==> src/rtl/cfg_dma_pkg.sv <==
package cfg_dma_pkg;
  localparam logic [63:0] SIGNATURE = 64'h5145_4D55_2043_4647;

  localparam int CTL_ERR  = 0;
  localparam int CTL_RD   = 1;
  localparam int CTL_SKIP = 2;
  localparam int CTL_SEL  = 3;
  localparam int CTL_WR   = 4;

  typedef enum logic [1:0] {
    PART_HI   = 2'd0,
    PART_LO   = 2'd1,
    PART_FULL = 2'd2,
    PART_NONE = 2'd3
  } reg_part_e;

  typedef enum logic [3:0] {
    S_IDLE, S_FETCH, S_SEL, S_DECIDE, S_RD, S_WR, S_STAT, S_DONE
  } dma_state_e;
endpackage

==> src/rtl/cfg_dma_regs.sv <==
module cfg_dma_regs
  import cfg_dma_pkg::*;
#(
  parameter int ADDR_W = 64
) (
  input  logic              clk_i,
  input  logic              rst_ni,
  input  logic              we_i,
  input  logic [1:0]        part_i,
  input  logic [ADDR_W-1:0] wdata_i,
  input  logic              busy_i,
  input  logic              done_i,
  output logic              start_o,
  output logic [ADDR_W-1:0] start_addr_o
);
  localparam int HALF = ADDR_W / 2;

  logic [ADDR_W-1:0] addr_q, addr_d;
  logic              trig;

  always_comb begin
    addr_d = addr_q;
    trig   = 1'b0;
    if (we_i && !busy_i) begin
      unique case (reg_part_e'(part_i))
        PART_HI:   addr_d[ADDR_W-1:HALF] = wdata_i[HALF-1:0];
        PART_LO:   begin addr_d[HALF-1:0] = wdata_i[HALF-1:0]; trig = 1'b1; end
        PART_FULL: begin addr_d = wdata_i; trig = 1'b1; end
        default:   ;
      endcase
    end
  end

  assign start_o      = trig;
  assign start_addr_o = addr_d;

  always_ff @(posedge clk_i or negedge rst_ni) begin
    if (!rst_ni)     addr_q <= '0;
    else if (done_i) addr_q <= '0;
    else             addr_q <= addr_d;
  end

  AST_ADDR_CLEARED: assert property (@(posedge clk_i) disable iff (!rst_ni)
    done_i |=> addr_q == '0) else $error("address not cleared");
endmodule

==> src/rtl/cfg_dma_desc.sv <==
module cfg_dma_desc #(
  parameter int BYTES  = 16,
  parameter int CTL_W  = 32,
  parameter int LEN_W  = 32,
  parameter int ADDR_W = 64
) (
  input  logic              clk_i,
  input  logic              rst_ni,
  input  logic              shift_i,
  input  logic [7:0]        byte_i,
  output logic [CTL_W-1:0]  ctl_o,
  output logic [LEN_W-1:0]  len_o,
  output logic [ADDR_W-1:0] addr_o
);
  localparam int W = BYTES * 8;

  logic [W-1:0] sr_q;

  // big-endian: first fetched byte ends up most significant
  always_ff @(posedge clk_i or negedge rst_ni) begin
    if (!rst_ni)      sr_q <= '0;
    else if (shift_i) sr_q <= {sr_q[W-9:0], byte_i};
  end

  assign ctl_o  = sr_q[W-1 -: CTL_W];
  assign len_o  = sr_q[W-CTL_W-1 -: LEN_W];
  assign addr_o = sr_q[ADDR_W-1:0];
endmodule

==> src/rtl/cfg_dma_fsm.sv <==
module cfg_dma_fsm
  import cfg_dma_pkg::*;
#(
  parameter int ADDR_W     = 64,
  parameter int LEN_W      = 32,
  parameter int KEY_W      = 16,
  parameter int DESC_BYTES = 16,
  parameter int STAT_BYTES = 4
) (
  input  logic              clk_i,
  input  logic              rst_ni,
  input  logic              start_i,
  input  logic [ADDR_W-1:0] start_addr_i,
  output logic              busy_o,
  output logic              done_o,
  output logic              shift_o,
  input  logic [31:0]       ctl_i,
  input  logic [LEN_W-1:0]  len_i,
  input  logic [ADDR_W-1:0] xfer_addr_i,
  output logic              mem_req_o,
  output logic              mem_we_o,
  output logic [ADDR_W-1:0] mem_addr_o,
  output logic [7:0]        mem_wdata_o,
  input  logic              mem_ack_i,
  input  logic [7:0]        mem_rdata_i,
  output logic              item_sel_o,
  output logic [KEY_W-1:0]  item_key_o,
  input  logic [LEN_W-1:0]  item_size_i,
  input  logic [LEN_W-1:0]  item_off_i,
  input  logic              item_ro_i,
  input  logic [7:0]        item_rdata_i,
  output logic              item_rd_o,
  output logic              item_wr_o,
  output logic [7:0]        item_wdata_o,
  output logic              item_skip_o,
  output logic [LEN_W-1:0]  item_skip_len_o
);
  localparam logic [LEN_W-1:0] FETCH_LAST = LEN_W'(DESC_BYTES - 1);
  localparam logic [LEN_W-1:0] STAT_LAST  = LEN_W'(STAT_BYTES - 1);

  dma_state_e        state_q, state_d;
  logic [ADDR_W-1:0] desc_q;
  logic [LEN_W-1:0]  cnt_q, cnt_d;
  logic              err_q, err_d;
  logic [LEN_W:0]    wr_end;
  logic              wr_bad;

  assign wr_end = {1'b0, item_off_i} + {1'b0, len_i};
  assign wr_bad = item_ro_i || (wr_end > {1'b0, item_size_i});

  always_comb begin
    state_d      = state_q;
    cnt_d        = cnt_q;
    err_d        = err_q;
    mem_req_o    = 1'b0;
    mem_we_o     = 1'b0;
    mem_addr_o   = desc_q + ADDR_W'(cnt_q);
    mem_wdata_o  = '0;
    shift_o      = 1'b0;
    done_o       = 1'b0;
    item_sel_o   = 1'b0;
    item_rd_o    = 1'b0;
    item_wr_o    = 1'b0;
    item_skip_o  = 1'b0;
    unique case (state_q)
      S_IDLE: if (start_i) begin
        state_d = S_FETCH;
        cnt_d   = '0;
        err_d   = 1'b0;
      end
      S_FETCH: begin
        mem_req_o = 1'b1;
        if (mem_ack_i) begin
          shift_o = 1'b1;
          cnt_d   = cnt_q + 1'b1;
          if (cnt_q == FETCH_LAST) state_d = S_SEL;
        end
      end
      S_SEL: begin
        item_sel_o = ctl_i[CTL_SEL];
        cnt_d      = '0;
        state_d    = S_DECIDE;
      end
      S_DECIDE: begin
        if (ctl_i[CTL_RD])            state_d = S_RD;
        else if (ctl_i[CTL_WR]) begin
          if (wr_bad) begin err_d = 1'b1; state_d = S_STAT; end
          else state_d = S_WR;
        end else begin
          item_skip_o = ctl_i[CTL_SKIP];
          state_d     = S_STAT;
        end
      end
      S_RD: begin
        mem_addr_o = xfer_addr_i + ADDR_W'(cnt_q);
        if (cnt_q == len_i) begin
          cnt_d = '0; state_d = S_STAT;
        end else begin
          mem_req_o   = 1'b1;
          mem_we_o    = 1'b1;
          mem_wdata_o = (item_off_i < item_size_i) ? item_rdata_i : 8'h00;
          if (mem_ack_i) begin
            item_rd_o = 1'b1;
            cnt_d     = cnt_q + 1'b1;
          end
        end
      end
      S_WR: begin
        mem_addr_o = xfer_addr_i + ADDR_W'(cnt_q);
        if (cnt_q == len_i) begin
          cnt_d = '0; state_d = S_STAT;
        end else begin
          mem_req_o = 1'b1;
          if (mem_ack_i) begin
            item_wr_o = 1'b1;
            cnt_d     = cnt_q + 1'b1;
          end
        end
      end
      S_STAT: begin
        mem_req_o   = 1'b1;
        mem_we_o    = 1'b1;
        mem_wdata_o = (cnt_q == STAT_LAST) ? {7'b0, err_q} : 8'h00;
        if (mem_ack_i) begin
          cnt_d = cnt_q + 1'b1;
          if (cnt_q == STAT_LAST) state_d = S_DONE;
        end
      end
      S_DONE: begin
        done_o  = 1'b1;
        state_d = S_IDLE;
      end
      default: state_d = S_IDLE;
    endcase
  end

  always_ff @(posedge clk_i or negedge rst_ni) begin
    if (!rst_ni) begin
      state_q <= S_IDLE;
      desc_q  <= '0;
      cnt_q   <= '0;
      err_q   <= 1'b0;
    end else begin
      state_q <= state_d;
      cnt_q   <= cnt_d;
      err_q   <= err_d;
      if (state_q == S_IDLE && start_i) desc_q <= start_addr_i;
    end
  end

  assign busy_o          = (state_q != S_IDLE);
  assign item_key_o      = ctl_i[31 -: KEY_W];
  assign item_wdata_o    = mem_rdata_i;
  assign item_skip_len_o = len_i;

  AST_IDLE_QUIET: assert property (@(posedge clk_i) disable iff (!rst_ni)
    !busy_o |-> !mem_req_o) else $error("request while idle");
  AST_REQ_HOLD: assert property (@(posedge clk_i) disable iff (!rst_ni)
    (mem_req_o && !mem_ack_i) |=> (mem_req_o && $stable(mem_addr_o))) else $error("request dropped");
  AST_NO_WR_ON_ERR: assert property (@(posedge clk_i) disable iff (!rst_ni)
    item_wr_o |-> !err_q) else $error("item written after error");
  AST_ONE_ITEM_OP: assert property (@(posedge clk_i) disable iff (!rst_ni)
    $onehot0({item_sel_o, item_rd_o, item_wr_o, item_skip_o})) else $error("item ops collide");
  AST_RD_NO_WR: assert property (@(posedge clk_i) disable iff (!rst_ni)
    (busy_o && ctl_i[CTL_RD] && state_q != S_FETCH) |-> !item_wr_o) else $error("write despite read");
endmodule

==> src/rtl/cfg_dma_engine.sv <==
module cfg_dma_engine
  import cfg_dma_pkg::*;
#(
  parameter int ADDR_W     = 64,
  parameter int LEN_W      = 32,
  parameter int KEY_W      = 16,
  parameter int DESC_BYTES = 16
) (
  input  logic              clk_i,
  input  logic              rst_ni,
  input  logic              reg_we_i,
  input  logic [1:0]        reg_part_i,
  input  logic [ADDR_W-1:0] reg_wdata_i,
  output logic [ADDR_W-1:0] reg_rdata_o,
  output logic              busy_o,
  output logic              mem_req_o,
  output logic              mem_we_o,
  output logic [ADDR_W-1:0] mem_addr_o,
  output logic [7:0]        mem_wdata_o,
  input  logic              mem_ack_i,
  input  logic [7:0]        mem_rdata_i,
  output logic              item_sel_o,
  output logic [KEY_W-1:0]  item_key_o,
  input  logic [LEN_W-1:0]  item_size_i,
  input  logic [LEN_W-1:0]  item_off_i,
  input  logic              item_ro_i,
  input  logic [7:0]        item_rdata_i,
  output logic              item_rd_o,
  output logic              item_wr_o,
  output logic [7:0]        item_wdata_o,
  output logic              item_skip_o,
  output logic [LEN_W-1:0]  item_skip_len_o
);
  localparam int CTL_W = 32;

  logic              start, done, shift;
  logic [ADDR_W-1:0] start_addr, xfer_addr;
  logic [CTL_W-1:0]  ctl;
  logic [LEN_W-1:0]  len;

  assign reg_rdata_o = ADDR_W'(SIGNATURE);

  cfg_dma_regs #(.ADDR_W(ADDR_W)) u_regs (
    .clk_i, .rst_ni,
    .we_i(reg_we_i), .part_i(reg_part_i), .wdata_i(reg_wdata_i),
    .busy_i(busy_o), .done_i(done),
    .start_o(start), .start_addr_o(start_addr)
  );

  cfg_dma_desc #(.BYTES(DESC_BYTES), .CTL_W(CTL_W), .LEN_W(LEN_W), .ADDR_W(ADDR_W)) u_desc (
    .clk_i, .rst_ni,
    .shift_i(shift), .byte_i(mem_rdata_i),
    .ctl_o(ctl), .len_o(len), .addr_o(xfer_addr)
  );

  cfg_dma_fsm #(.ADDR_W(ADDR_W), .LEN_W(LEN_W), .KEY_W(KEY_W), .DESC_BYTES(DESC_BYTES)) u_fsm (
    .clk_i, .rst_ni,
    .start_i(start), .start_addr_i(start_addr),
    .busy_o, .done_o(done), .shift_o(shift),
    .ctl_i(ctl), .len_i(len), .xfer_addr_i(xfer_addr),
    .mem_req_o, .mem_we_o, .mem_addr_o, .mem_wdata_o, .mem_ack_i, .mem_rdata_i,
    .item_sel_o, .item_key_o, .item_size_i, .item_off_i, .item_ro_i, .item_rdata_i,
    .item_rd_o, .item_wr_o, .item_wdata_o, .item_skip_o, .item_skip_len_o
  );
endmodule

==> config.mk <==
export PLATFORM = sky130hd
export DESIGN_NAME = cfg_dma_engine
export DESIGN_NICKNAME = d
export VERILOG_FILES = /design/src/rtl/cfg_dma_pkg.sv /design/src/rtl/cfg_dma_regs.sv /design/src/rtl/cfg_dma_desc.sv /design/src/rtl/cfg_dma_fsm.sv /design/src/rtl/cfg_dma_engine.sv
export SDC_FILE = /design/constraint.sdc
export NUM_CORES = 1
export LEC_CHECK = 0
export BUFFER_PORTS_ARGS = -buffer_cell sky130_fd_sc_hd__buf_4
export CAP_MARGIN = 20
export CELL_PAD_IN_SITES_DETAIL_PLACEMENT = 2
export CELL_PAD_IN_SITES_GLOBAL_PLACEMENT = 2
export CORE_MARGIN = 2
export CORE_UTILIZATION = 34
export CTS_CLUSTER_DIAMETER = 120
export DETAILED_ROUTE_END_ITERATION = 16
export PLACE_DENSITY = 0.85
export SYNTH_ARGS = -nofsm -noshare
export SYNTH_HDL_FRONTEND = slang
export SYNTH_SLANG_ARGS = --single-unit
==> constraint.sdc <==
create_clock -name clk_i -period 5.7 [get_ports clk_i]
set_input_delay 1.14 -clock clk_i [delete_from_list [all_inputs] [get_ports clk_i]]
set_output_delay 1.14 -clock clk_i [all_outputs]
set_load 0.03 [all_outputs]
==> results_dict.tcl, run 1 <==
set metrics [dict create \
    htreeDepth 1 \
    clk_pin_slew_ns 0.06 \
    vias 16210 \
    synth.cells.most_frequent "306 x nand2_1, 260 x dfrtp_1, 169 x nor2_1" \
    clock-sinks 260 \
    grt_pass1_wl_um 108600 \
    cts-root-buf "clkbuf_16" \
    place_area_um2 20760 \
    core_area_um2 52450 \
    fin_skew_ns 0.01334 \
    drive_gt1_share_pct 24.18 \
    start_util_pct 34.30 \
    p_clk_share_pct 21.5 \
    async_flop_share_pct 100.0 \
    ys_types 73 \
    ys_seq_area_share_pct 36.17 \
    crit_chain "nand2b_4 -> buf_4 -> nand2_1 -> nand2_1 -> ha_1 -> nand4_1 -> nor3_1 -> o221ai_1 -> a211oi_1 -> buf_4 -> nor3_4 -> buf_12 -> nor3_1 -> xnor2_1 -> mux2i_1 -> buf_4" \
    slowest_stage "dfrtp_1" \
    p_int_w 0.005047 \
    cp_max_fo 21 \
    area_growth_pct 21.54 \
    ys_top_cells_by_area "dfrtp_1 36%, ha_1 9.0%, mux2_2 8.0%, nand2_1 6.4%, xnor2_1 4.3%" \
    drt_iter0_drc 891 \
    nFillCells 5778 \
    die_area_um2 54760 \
    ff2ff_path_depth 20 \
    min_period_over_period_pct 97.28 \
    power.density_nw_per_um2 417.3 \
    cts_tree "built" \
    ys_warn_count 0 \
    io_pins 350 \
    vdd_ir_drop_max_uv 275.2 \
    finalWirelength_um 71220 \
    yosysMostFrequentCell "nand2_1" \
    slew_viol_final 0 \
    grt_antenna_before_repair 1 \
    design_power_total_w 0.009122 \
    switching_share_pct 44.68 \
    p_sw_w 0.004076 \
    cap_violations 0 \
    ant_nets 0 \
    grt_max_degree 128 \
    clkLatencyLatePin_ns 0.57 \
    status "complete, no violations" \
    io_buffers 285 \
    r2r_end "u_fsm.state_q[1]$_DFFE_PN0P_" \
    hold_depth 2 \
    slowest_delay_ns 0.47 \
    regToRegStartpoint "u_desc.sr_q[64]$_DFFE_PN0P_" \
    synth_ff_type "dfrtp_1" \
    crit_type "reg -> out" \
    fp-row-count 84 \
    start_kind "register" \
    seq_power_share_pct 30.5 \
    min_period_ns 5.545 \
    drt-wirelength-per-cell_um 23.83 \
    fmax_mhz 180.3 \
    chipHeight_um 234.0 \
    nets 2561 \
    hpwl_um 56140 \
    grt_setup_unrepaired "true" \
    hold_violations 0 \
    syn_area_um2 17990 \
    grt_pass1_vias 18050 \
    power_frac_comb_pct 48.0 \
    synth_area_leader_cell "dfrtp_1" \
    min_from "u_fsm.desc_q[5]$_DFFE_PN0P_" \
    syn_inst 2005 \
    setup_viol 0 \
    p_leak_nw 10.90 \
    clockBufferDepth 3 \
    synth-edff-count 0 \
    yosysTopAreaCellShare_pct 36.17 \
    place_congestion 0.8709 \
    crit_required_ns 4.56 \
    grt_overflow_total 0 \
    final_util_pct 41.68 \
    worst-slew-pin-transition_ns 0.9842 \
    final_area_um2 21860 \
    hold-path-endpoint "u_fsm.desc_q[5]$_DFFE_PN0P_" \
    end_kind "primary output" \
    synth_seq_cells 260 \
    firstDrtPassIters 4 \
    drc 0 \
    r2r_setup_slack_ns 0.85 \
    timing.slew.headroom_pct 34.39 \
    avgViaCountPerCell 5.425 \
    hold_class "reg -> reg" \
    cts-buffers-inserted 29 \
    ctsHoldBuffers 0 \
    die_w_um 234.0 \
    grt_util_all_layers_pct 25.70 \
    cp_common_cell "buf_4" \
    crit_arrival_ns 4.41 \
    avgSynthCellArea_um2 8.971 \
]
==> worst max-delay path by stage <==
stage | from | end | slack (ns) | cells after the start
6_report | u_fsm.state_q[2]$_DFFE_PN0P_ | mem_addr_o[40] | 0.15 | 16
5_1_grt | u_fsm.state_q[1]$_DFFE_PN0P_ | mem_addr_o[43] | -0.006 | 15
4_1_cts | u_fsm.state_q[1]$_DFFE_PN0P_ | mem_addr_o[46] | 0.005 | 19
3_5_place_dp | item_off_i[0] | u_fsm.state_q[0]$_DFFE_PN0P_ | -0.009 | 21
3_3_place_gp | item_off_i[0] | u_fsm.state_q[0]$_DFFE_PN0P_ | 0.12 | 21
2_1_floorplan | u_fsm.state_q[1]$_DFFE_PN0P_ | mem_addr_o[52] | 0.17 | 19
==> metrics by stage <==
step	setup WS (ns)	instances	setup TNS (ns)	hold WS (ns)
after detailed placement	-0.008936	2931	-0.01370	0.4693
after global routing	-0.005954	2988	-0.005970	0.5099
after global placement	0.1211	2931	0	0.4679
after floorplan	0.1735	2067	0	0.4418
after CTS	0.004881	2986	0	0.4873
final	0.1548	2988	0	0.4867
==> cell usage in the layout (no fill, tap or decap), drive strengths merged, types with 8 or more instances in the layout <==
cell type and instances:
a211oi 18, a21o 37, a21oi 105, a22oi 34, a31oi 8, and2 18, and3 30, buf 353
clkbuf 41, conb 64, dfrtp 260, ha 130, inv 66, mux2 128, mux2i 36, nand2 306
nand2b 10, nand3 49, nand4 34, nor2 169, nor2b 11, nor3 18, nor4 16, o211ai 8
o21ai 89, o21bai 11, xnor2 89, xor2 56
==> power by group through the flow <==
| stage | clock [W] | sequential, W | combinational [W] |
|---|---|---|---|
| floorplan | 0 | 0.00258 | 0.00274 |
| global placement | 0 | 0.00276 | 0.00414 |
| detailed placement | 0 | 0.00279 | 0.00429 |
| CTS | 0.00201 | 0.00278 | 0.00439 |
| global route | 0.00208 | 0.00283 | 0.00472 |
| finish | 0.00196 | 0.00279 | 0.00438 |
==> routing by layer <==
metal | track usage (%) | vias up | wire length, µm
met5 | 0 | - | 0
met4 | 8.841 | 0 | 2419
met3 | 1.970 | 106 | 2500
met2 | 46.79 | 386 | 36420
met1 | 31.84 | 8314 | 29880
li1 | - | 7405 | -
==> cells by family (layout without fill, tap and decap cells) <==
| logic type | count (synthesis) | count (layout) | synth area share, % |
|---|---|---|---|
| simple gates | 695 | 695 | 17.47 |
| compound gates | 369 | 369 | 13.13 |
| flops | 260 | 260 | 36.17 |
| buf+inv | 238 | 470 | 6.845 |
| mux | 164 | 164 | 10.02 |
| xor+xnor | 145 | 145 | 7.060 |
| fa+ha+maj | 132 | 132 | 9.265 |
| other cells | 2 | 65 | 0.04175 |
==> sequential cells by signal, indices dropped and copies added (netlist names) <==
register,flops
u_desc.sr_q,128
u_fsm.desc_q,64
u_fsm.cnt_q,32
u_regs.addr_q,32
u_fsm.state_q,3
u_fsm.err_q,1
==> critical path, delay by kind of cell, from the launching register on <==
kind / cells / cell delay, ns
xor gates and xnor gates: 1 / 0.10
adders and majority gates: 1 / 0.41
buffers and inverters: 4 / 0.82
and+or+nand+nor: 7 / 1.24
AOI/OAI and AO/OA: 2 / 0.46
DFF: 1 / 0.47
muxes: 1 / 0.31
==> repair_timing <==
item / CTS / global route
setup buffers: 3 / 1
resized for setup: 2 / 10
pin swaps: 0 / 3
endpoints found under the setup margin: 26 / 22
==> cell type report <==
cell class | instances | area [µm²] | area share (%)
Tap cell | 688 | 860.8 | 3.938
Clock inverter | 11 | 138.9 | 0.6353
Clock buffer | 41 | 850.8 | 3.892
Timing Repair Buffer | 353 | 2695 | 12.33
Inverter | 65 | 244.0 | 1.116
Antenna cell | 1 | 2.502 | 0.01145
Sequential cell | 260 | 6506 | 29.76
Multi-Input combinational cell | 1569 | 10560 | 48.32
Power figures use the tool's default switching activity.
==> run 2, diff against run 1 <==
--- a/config.mk
+++ b/config.mk
@@ -5,15 +5,16 @@
 export SDC_FILE = /design/constraint.sdc
 export NUM_CORES = 1
 export LEC_CHECK = 0
+export ABC_AREA = 1
 export BUFFER_PORTS_ARGS = -buffer_cell sky130_fd_sc_hd__buf_4
 export CAP_MARGIN = 20
 export CELL_PAD_IN_SITES_DETAIL_PLACEMENT = 2
 export CELL_PAD_IN_SITES_GLOBAL_PLACEMENT = 2
 export CORE_MARGIN = 2
-export CORE_UTILIZATION = 34
+export CORE_UTILIZATION = 32
 export CTS_CLUSTER_DIAMETER = 120
 export DETAILED_ROUTE_END_ITERATION = 16
-export PLACE_DENSITY = 0.85
+export PLACE_DENSITY = 0.84
 export SYNTH_ARGS = -nofsm -noshare
 export SYNTH_HDL_FRONTEND = slang
 export SYNTH_SLANG_ARGS = --single-unit
==> run 2 against run 1 <==
  * Count of clock-buffer cells in the layout up 5
  * Die area is 14% higher
  * Register-to-register slack gained 0.38 ns
  * Cell area rose by 6.2%
  * Wire length up 17%
  * Utilization fell by 3.1 points
  * Via count is 17% higher
  * Critical endpoint is now mem_addr_o[37]
  * Critical path type unchanged
  * Synthesized cell count rose by 30%
  * Hold slack gained 0.0035 ns
  * Clock skew grew 0.0010 ns
  * Sequential power up 17%
==> results_dict.tcl, run 2 <==
set metrics [dict create \
    status "complete, no violations" \
    final_common_cell "nand2_1" \
    ys_top_cells_by_area "dfrtp_1 34%, nand2_1 11%, ha_1 8.4%, o21ai_0 6.3%, inv_1 6.2%" \
    die_w_um 250.3 \
    grt_max_degree 116 \
    grt_pass1_vias 21110 \
    design_power_total_w 0.01293 \
    antenna_cells 0 \
    worst-slew-pin-transition_ns 0.9926 \
    seq_power_share_pct 25.2 \
    p_sw_w 0.006609 \
    synth_seq_cells 260 \
    firstDrtPassIters 5 \
    fin_skew_ns 0.01438 \
    slowest_delay_ns 0.46 \
    cts_tree "built" \
    fmax_mhz 181.5 \
    io_pins 350 \
    avgViaCountPerCell 5.186 \
    cap_violations 0 \
    top_register "u_desc.sr_q" \
    ys_seq_area_share_pct 33.51 \
    grt_setup_unrepaired "false" \
    switching_share_pct 51.10 \
    fp-row-count 90 \
    hold_violations 0 \
    p_int_w 0.006325 \
    clkLatencyLatePin_ns 0.55 \
    area_growth_pct 19.59 \
    yosysTopAreaCellShare_pct 33.51 \
    die_area_um2 62660 \
    slowest_stage "dfrtp_2" \
    cts-root-buf "clkbuf_16" \
    end_kind "primary output" \
    finalSetupTns_ns 0 \
    power_frac_comb_pct 57.9 \
    start_util_pct 32.29 \
    drive_gt1_share_pct 17.81 \
    p_clk_share_pct 16.9 \
    reg.largest.list "u_desc.sr_q (128), u_fsm.desc_q (64)" \
    ys_warn_count 0 \
    ff2ff_path_depth 24 \
    r2r_setup_slack_ns 1.23 \
    avgSynthCellArea_um2 7.459 \
    synth_ff_type "dfrtp_1" \
    min_period_ns 5.509 \
    io_buffers 285 \
    grt_antenna_before_repair 0 \
    cp_max_fo 58 \
    min_from "u_desc.sr_q[127]$_DFFE_PN0P_" \
    vdd_ir_drop_max_uv 334.5 \
    hold-path-endpoint "u_desc.sr_q[127]$_DFFE_PN0P_" \
    grt_pass1_wl_um 127000 \
    place_congestion 0.9077 \
    clockBufferDepth 3 \
    syn_area_um2 19410 \
    vias 18900 \
    async_flop_share_pct 100.0 \
    crit_chain "inv_2 -> nor2_4 -> buf_4 -> buf_12 -> o21ai_0 -> ha_2 -> a21oi_1 -> o21ai_0 -> a21oi_1 -> o211ai_1 -> nand2_1 -> nand2_2 -> nand2_1 -> xor2_1 -> buf_4" \
    regToRegStartpoint "u_desc.sr_q[64]$_DFFE_PN0P_" \
    synth_area_leader_cell "dfrtp_1" \
    clock-sinks 260 \
    drc 0 \
    hold_class "reg -> reg" \
    drt_iter0_drc 995 \
    yosysMostFrequentCell "nand2_1" \
    clk_pin_slew_ns 0.06 \
    p_leak_nw 11.58 \
    hpwl_um 67490 \
    finalWirelength_um 83260 \
    setup_viol 0 \
    hold_depth 2 \
    cts-buffers-inserted 34 \
    crit_type "reg -> out" \
    chipHeight_um 250.3 \
    core_area_um2 60130 \
    ys_types 56 \
    min_period_over_period_pct 96.65 \
    drt-wirelength-per-cell_um 22.84 \
    htreeDepth 2 \
    synth.cells.most_frequent "547 x nand2_1, 319 x inv_1, 260 x dfrtp_1" \
    largest_register_ffs 128 \
    synth-edff-count 0 \
    power.density_nw_per_um2 557.1 \
    crit_family "compound AO/OA/AOI/OAI gates" \
    final_cell_mix "542 x nand2_1, 319 x inv_1, 309 x buf_4" \
    r2r_end "u_fsm.err_q$_DFFE_PN0P_" \
    crit_required_ns 4.56 \
    grt_util_all_layers_pct 26.37 \
    nFillCells 7040 \
    timing.slew.headroom_pct 33.82 \
    ant_nets 0 \
    worst-path-buf-inv 4 \
    slew_viol_final 0 \
    start_kind "register" \
    crit_arrival_ns 4.37 \
    grt_overflow_total 0 \
    nets 3127 \
    syn_inst 2603 \
]
-- run 2: cell types whose count changed after synthesis, sizes merged, moves of 27 or more --
cell | previous run | this run
nor3 | 18 | 46
a22oi | 34 | 0
mux2i | 36 | 0
o21ai | 89 | 273
a22o | 2 | 32
and3 | 30 | 3
nor2 | 169 | 242
inv | 65 | 344
mux2 | 128 | 64
xnor2 | 89 | 41
nand3 | 49 | 82
a21oi | 105 | 141
nand2 | 306 | 550
-- run 2: per-stage QoR --
step	area (µm²)	worst slack, ns	hold WS (ns)	instances	utilization (%)
floorplan	19650	0.8332	0.4479	2665	-
global placement	21990	0.4091	0.4665	3583	36.57
detailed placement	21990	0.1632	0.4762	3583	36.57
CTS	23140	0.02194	0.4909	3640	38.47
global route	23220	0.03576	0.5165	3645	38.61
finish	23220	0.1909	0.4902	3645	38.61
-- run 2: worst max path at each step --
| stage | from | endpoint | slack [ns] | depth (start not counted) |
|---|---|---|---|---|
| floorplan | u_fsm.state_q[2]$_DFFE_PN0P_ | mem_addr_o[52] | 0.83 | 18 |
| global placement | u_fsm.state_q[2]$_DFFE_PN0P_ | mem_addr_o[39] | 0.41 | 15 |
| detailed placement | u_fsm.state_q[2]$_DFFE_PN0P_ | mem_addr_o[52] | 0.16 | 18 |
| CTS | u_fsm.state_q[2]$_DFFE_PN0P_ | mem_addr_o[37] | 0.02 | 15 |
| global route | u_fsm.state_q[2]$_DFFE_PN0P_ | mem_addr_o[37] | 0.04 | 15 |
| finish | u_fsm.state_q[2]$_DFFE_PN0P_ | mem_addr_o[37] | 0.19 | 15 |
-- run 2: worst reg2reg max path: stages (launching register included) --
cell and delay [ns]:
dfrtp_1 0.48, ha_1 0.25, inv_1 0.08, fa_1 0.20
nand3b_1 0.11, nand2_1 0.08, a21oi_1 0.29, o21ai_0 0.13
buf_4 0.17, a21oi_1 0.27, inv_1 0.13, nand2_1 0.08
nand2_1 0.09, a21oi_1 0.24, o21ai_0 0.14, nand2_1 0.08
nand2_1 0.06, ha_1 0.30, nand4_1 0.17, nor4b_1 0.28
nand3_1 0.19, nand2_1 0.17, nand3_1 0.10, a21oi_1 0.17
nor2_1 0.05
-- run 2: logic make-up after synthesis --
kind of cell | synth area share (%)
buffers and inverters | 11.92
XOR/XNOR | 5.323
AO/OA/AOI/OAI | 15.09
adder cells (fa/ha/maj) | 8.584
other | 0.03868
multiplexers | 3.712
flip-flops | 33.51
AND/OR/NAND/NOR | 21.82
-- run 2: final cells by class --
class                      count  area [µm²]  area share [%]
multi-input combinational   1887       10870           46.82
sequential                   260        6507           28.03
timing repair buffer         317        2465           10.62
inverter                     344        1294           5.572
tap                          782       978.4           4.214
clock buffer                  46       967.2           4.166
clock inverter                 9       136.4          0.5874
-- run 2: repair_timing --
item	CTS	global route
hold buffers	0	0
pin swaps	1	1
endpoints found under the setup margin	27	25
setup buffers	2	2
gates cloned	0	0
gates resized for setup	4	10
-- run 2: power groups by stage --
stage,combinational [W],clock (W),sequential [W]
floorplan,0.00460,0,0.00308
detailed placement,0.00740,0,0.00328
global route,0.00819,0.00231,0.00334
global placement,0.00708,0,0.00323
finish,0.00748,0.00219,0.00326
CTS,0.00751,0.00224,0.00327
-- run 2: per-layer routing --
layer	vias up	share of wire [%]	global-route usage, %
met5	-	0	0
met4	0	4.5	11.45
met3	135	2.8	2.390
met2	393	51	48.27
met1	9518	42	31.35
li1	8857	-	-
==> run 3, diff against run 2 <==
==> constraint.sdc (replaced) <==
create_clock -name clk_i -period 5.7 [get_ports clk_i]
set_input_delay 1.71 -clock clk_i [delete_from_list [all_inputs] [get_ports clk_i]]
set_output_delay 1.71 -clock clk_i [all_outputs]
set_load 0.03 [all_outputs]
==> run 3 against run 2 <==
  * Flip-flop and latch count unchanged
  * Via count increased by 2.8%
  * Clock skew rose by 0.0050 ns
  * Non-clock buffer count increased by 68
==> results_dict.tcl, run 3 (same netlist as run 2, synthesis figures left out) <==
set metrics [dict create \
    finalSetupTns_ns 0 \
    vdd_ir_drop_max_uv 329.4 \
    timing.slew.headroom_pct 25.45 \
    slew_viol_final 0 \
    io_buffers 285 \
    crit_required_ns 3.99 \
    cts_tree "built" \
    cap_violations 0 \
    drc 0 \
    p_int_w 0.006762 \
    drt_iter0_drc 907 \
    start_kind "register" \
    design_power_total_w 0.01367 \
    power.density_nw_per_um2 563.9 \
    htreeDepth 2 \
    nets 3195 \
    min_period_over_period_pct 99.59 \
    clockBufferDepth 3 \
    finalWirelength_um 86470 \
    switching_share_pct 50.52 \
    crit_type "reg -> out" \
    grt_util_all_layers_pct 26.41 \
    final_cells 3718 \
    p_clk_share_pct 16.6 \
    end_kind "primary output" \
    antenna_cells 0 \
    hold_class "reg -> reg" \
    die_area_um2 62660 \
    fp-row-count 90 \
    seq_power_share_pct 23.9 \
    dp.cells 3616 \
    fin_skew_ns 0.01939 \
    drive_gt1_share_pct 22.31 \
    largest_register_ffs 128 \
    final_common_cell "nand2_1" \
    p_leak_nw 12.04 \
    reg.largest.list "u_desc.sr_q (128), u_fsm.desc_q (64)" \
    clk_pin_slew_ns 0.06 \
    grt_max_degree 101 \
    status "complete, no violations" \
    io_pins 350 \
    start_util_pct 32.29 \
    grt_pass1_vias 21650 \
    top_register "u_desc.sr_q" \
    hold_violations 0 \
    chipHeight_um 250.3 \
    cp_max_fo 11 \
    grt_antenna_before_repair 1 \
    worst-slew-pin-transition_ns 1.116 \
    final_area_um2 24240 \
    grt_overflow_total 0 \
    area_growth_pct 24.84 \
    firstDrtPassIters 5 \
    cts-buffers-inserted 34 \
    min_period_ns 5.677 \
    p_sw_w 0.006905 \
    vias 19430 \
    fmax_mhz 176.2 \
    place_congestion 0.9094 \
    setup_viol 0 \
    grt_setup_unrepaired "true" \
    clkLatencyLatePin_ns 0.55 \
    crit_arrival_ns 3.97 \
    cts-root-buf "clkbuf_16" \
    place_area_um2 22240 \
    core_area_um2 60130 \
    grt_pass1_wl_um 128200 \
    hpwl_um 66590 \
    ctsHoldBuffers 0 \
    avgViaCountPerCell 5.225 \
    drt-wirelength-per-cell_um 23.26 \
    die_w_um 250.3 \
    power_frac_comb_pct 59.5 \
    ant_nets 0 \
    final_cell_mix "527 x nand2_1, 368 x buf_4, 319 x inv_1" \
    clock-sinks 260 \
]
## run 3: through the flow
| step | worst slack, ns | hold WS (ns) | util, % |
|---|---|---|---|
| 6_report | 0.02312 | 0.4918 | 40.31 |
| 5_1_grt | -0.1603 | 0.5153 | 40.31 |
| 4_1_cts | 0.004201 | 0.4872 | 39.02 |
| 3_5_place_dp | 0.08657 | 0.4730 | 36.98 |
| 3_3_place_gp | 0.2153 | 0.4614 | 36.98 |
| 2_1_floorplan | 0.2632 | 0.4479 | - |
## run 3: power by group through the flow
stage | registers [W] | logic, W | clock network [W]
floorplan | 0.00308 | 0.00460 | 0
global placement | 0.00321 | 0.00719 | 0
detailed placement | 0.00325 | 0.00751 | 0
CTS | 0.00325 | 0.00765 | 0.00232
global route | 0.00333 | 0.00882 | 0.00238
finish | 0.00326 | 0.00813 | 0.00227
## run 3: area by class of cell
type	count	area, µm²
inverters	344	1299
well taps	782	978.4
multi-input cells	1887	11230
clock inverters	15	185.2
fillers	6881	35900
repair buffers	385	3069
flip-flops and latches	260	6506
clock buffers	45	973.4
## run 3: layer usage
layer / wire (µm) / track usage (%) / up-vias
li1: - / - / 8990
met3: 2710 / 2.723 / 138
met2: 44910 / 48.87 / 436
met5: 0 / 0 / -
met4: 3445 / 10.38 / 0
met1: 35400 / 31.18 / 9861
## run 3: repair_timing
item | CTS | global route
setup endpoints to repair | 32 | 40
hold endpoints to repair | 0 | 0
resized for setup | 22 | 112
setup buffers | 1 | 38
cloned | 0 | 3
pin swaps | 1 | 42
## run 3: worst max-delay path, stage by stage, from the launching register on
cell and delay, ns:
dfrtp_1 0.37, inv_2 0.07, nor2_4 0.15, buf_12 0.14
buf_12 0.12, buf_4 0.20, nand2_1 0.11, o21ai_2 0.10
ha_1 0.29, buf_4 0.16, a21o_1 0.20, a21oi_2 0.19
o21ai_1 0.11, a21oi_1 0.16, nand2_2 0.15, nand3_1 0.11
nand2_2 0.13, xor2_1 0.40, buf_4 0.25
## run 3: final timing paths
| check | from | endpoint | slack, ns | depth (start not counted) |
|---|---|---|---|---|
| worst max-delay path | u_fsm.state_q[2]$_DFFE_PN0P_ | mem_addr_o[34] | 0.02 | 18 |
| worst min-delay path | u_desc.sr_q[106]$_DFFE_PN0P_ | u_desc.sr_q[106]$_DFFE_PN0P_ | 0.49 | 2 |
| worst max register to register | u_desc.sr_q[64]$_DFFE_PN0P_ | u_fsm.state_q[1]$_DFFE_PN0P_ | 1.07 | 27 |
| worst min register to register | u_desc.sr_q[106]$_DFFE_PN0P_ | u_desc.sr_q[106]$_DFFE_PN0P_ | 0.49 | 2 |
| max in group asynchronous | rst_ni | u_desc.sr_q[118]$_DFFE_PN0P_ | 3.32 | 2 |
| min in group asynchronous | rst_ni | u_regs.addr_q[57]$_DFF_PN0_ | 1.22 | 1 |
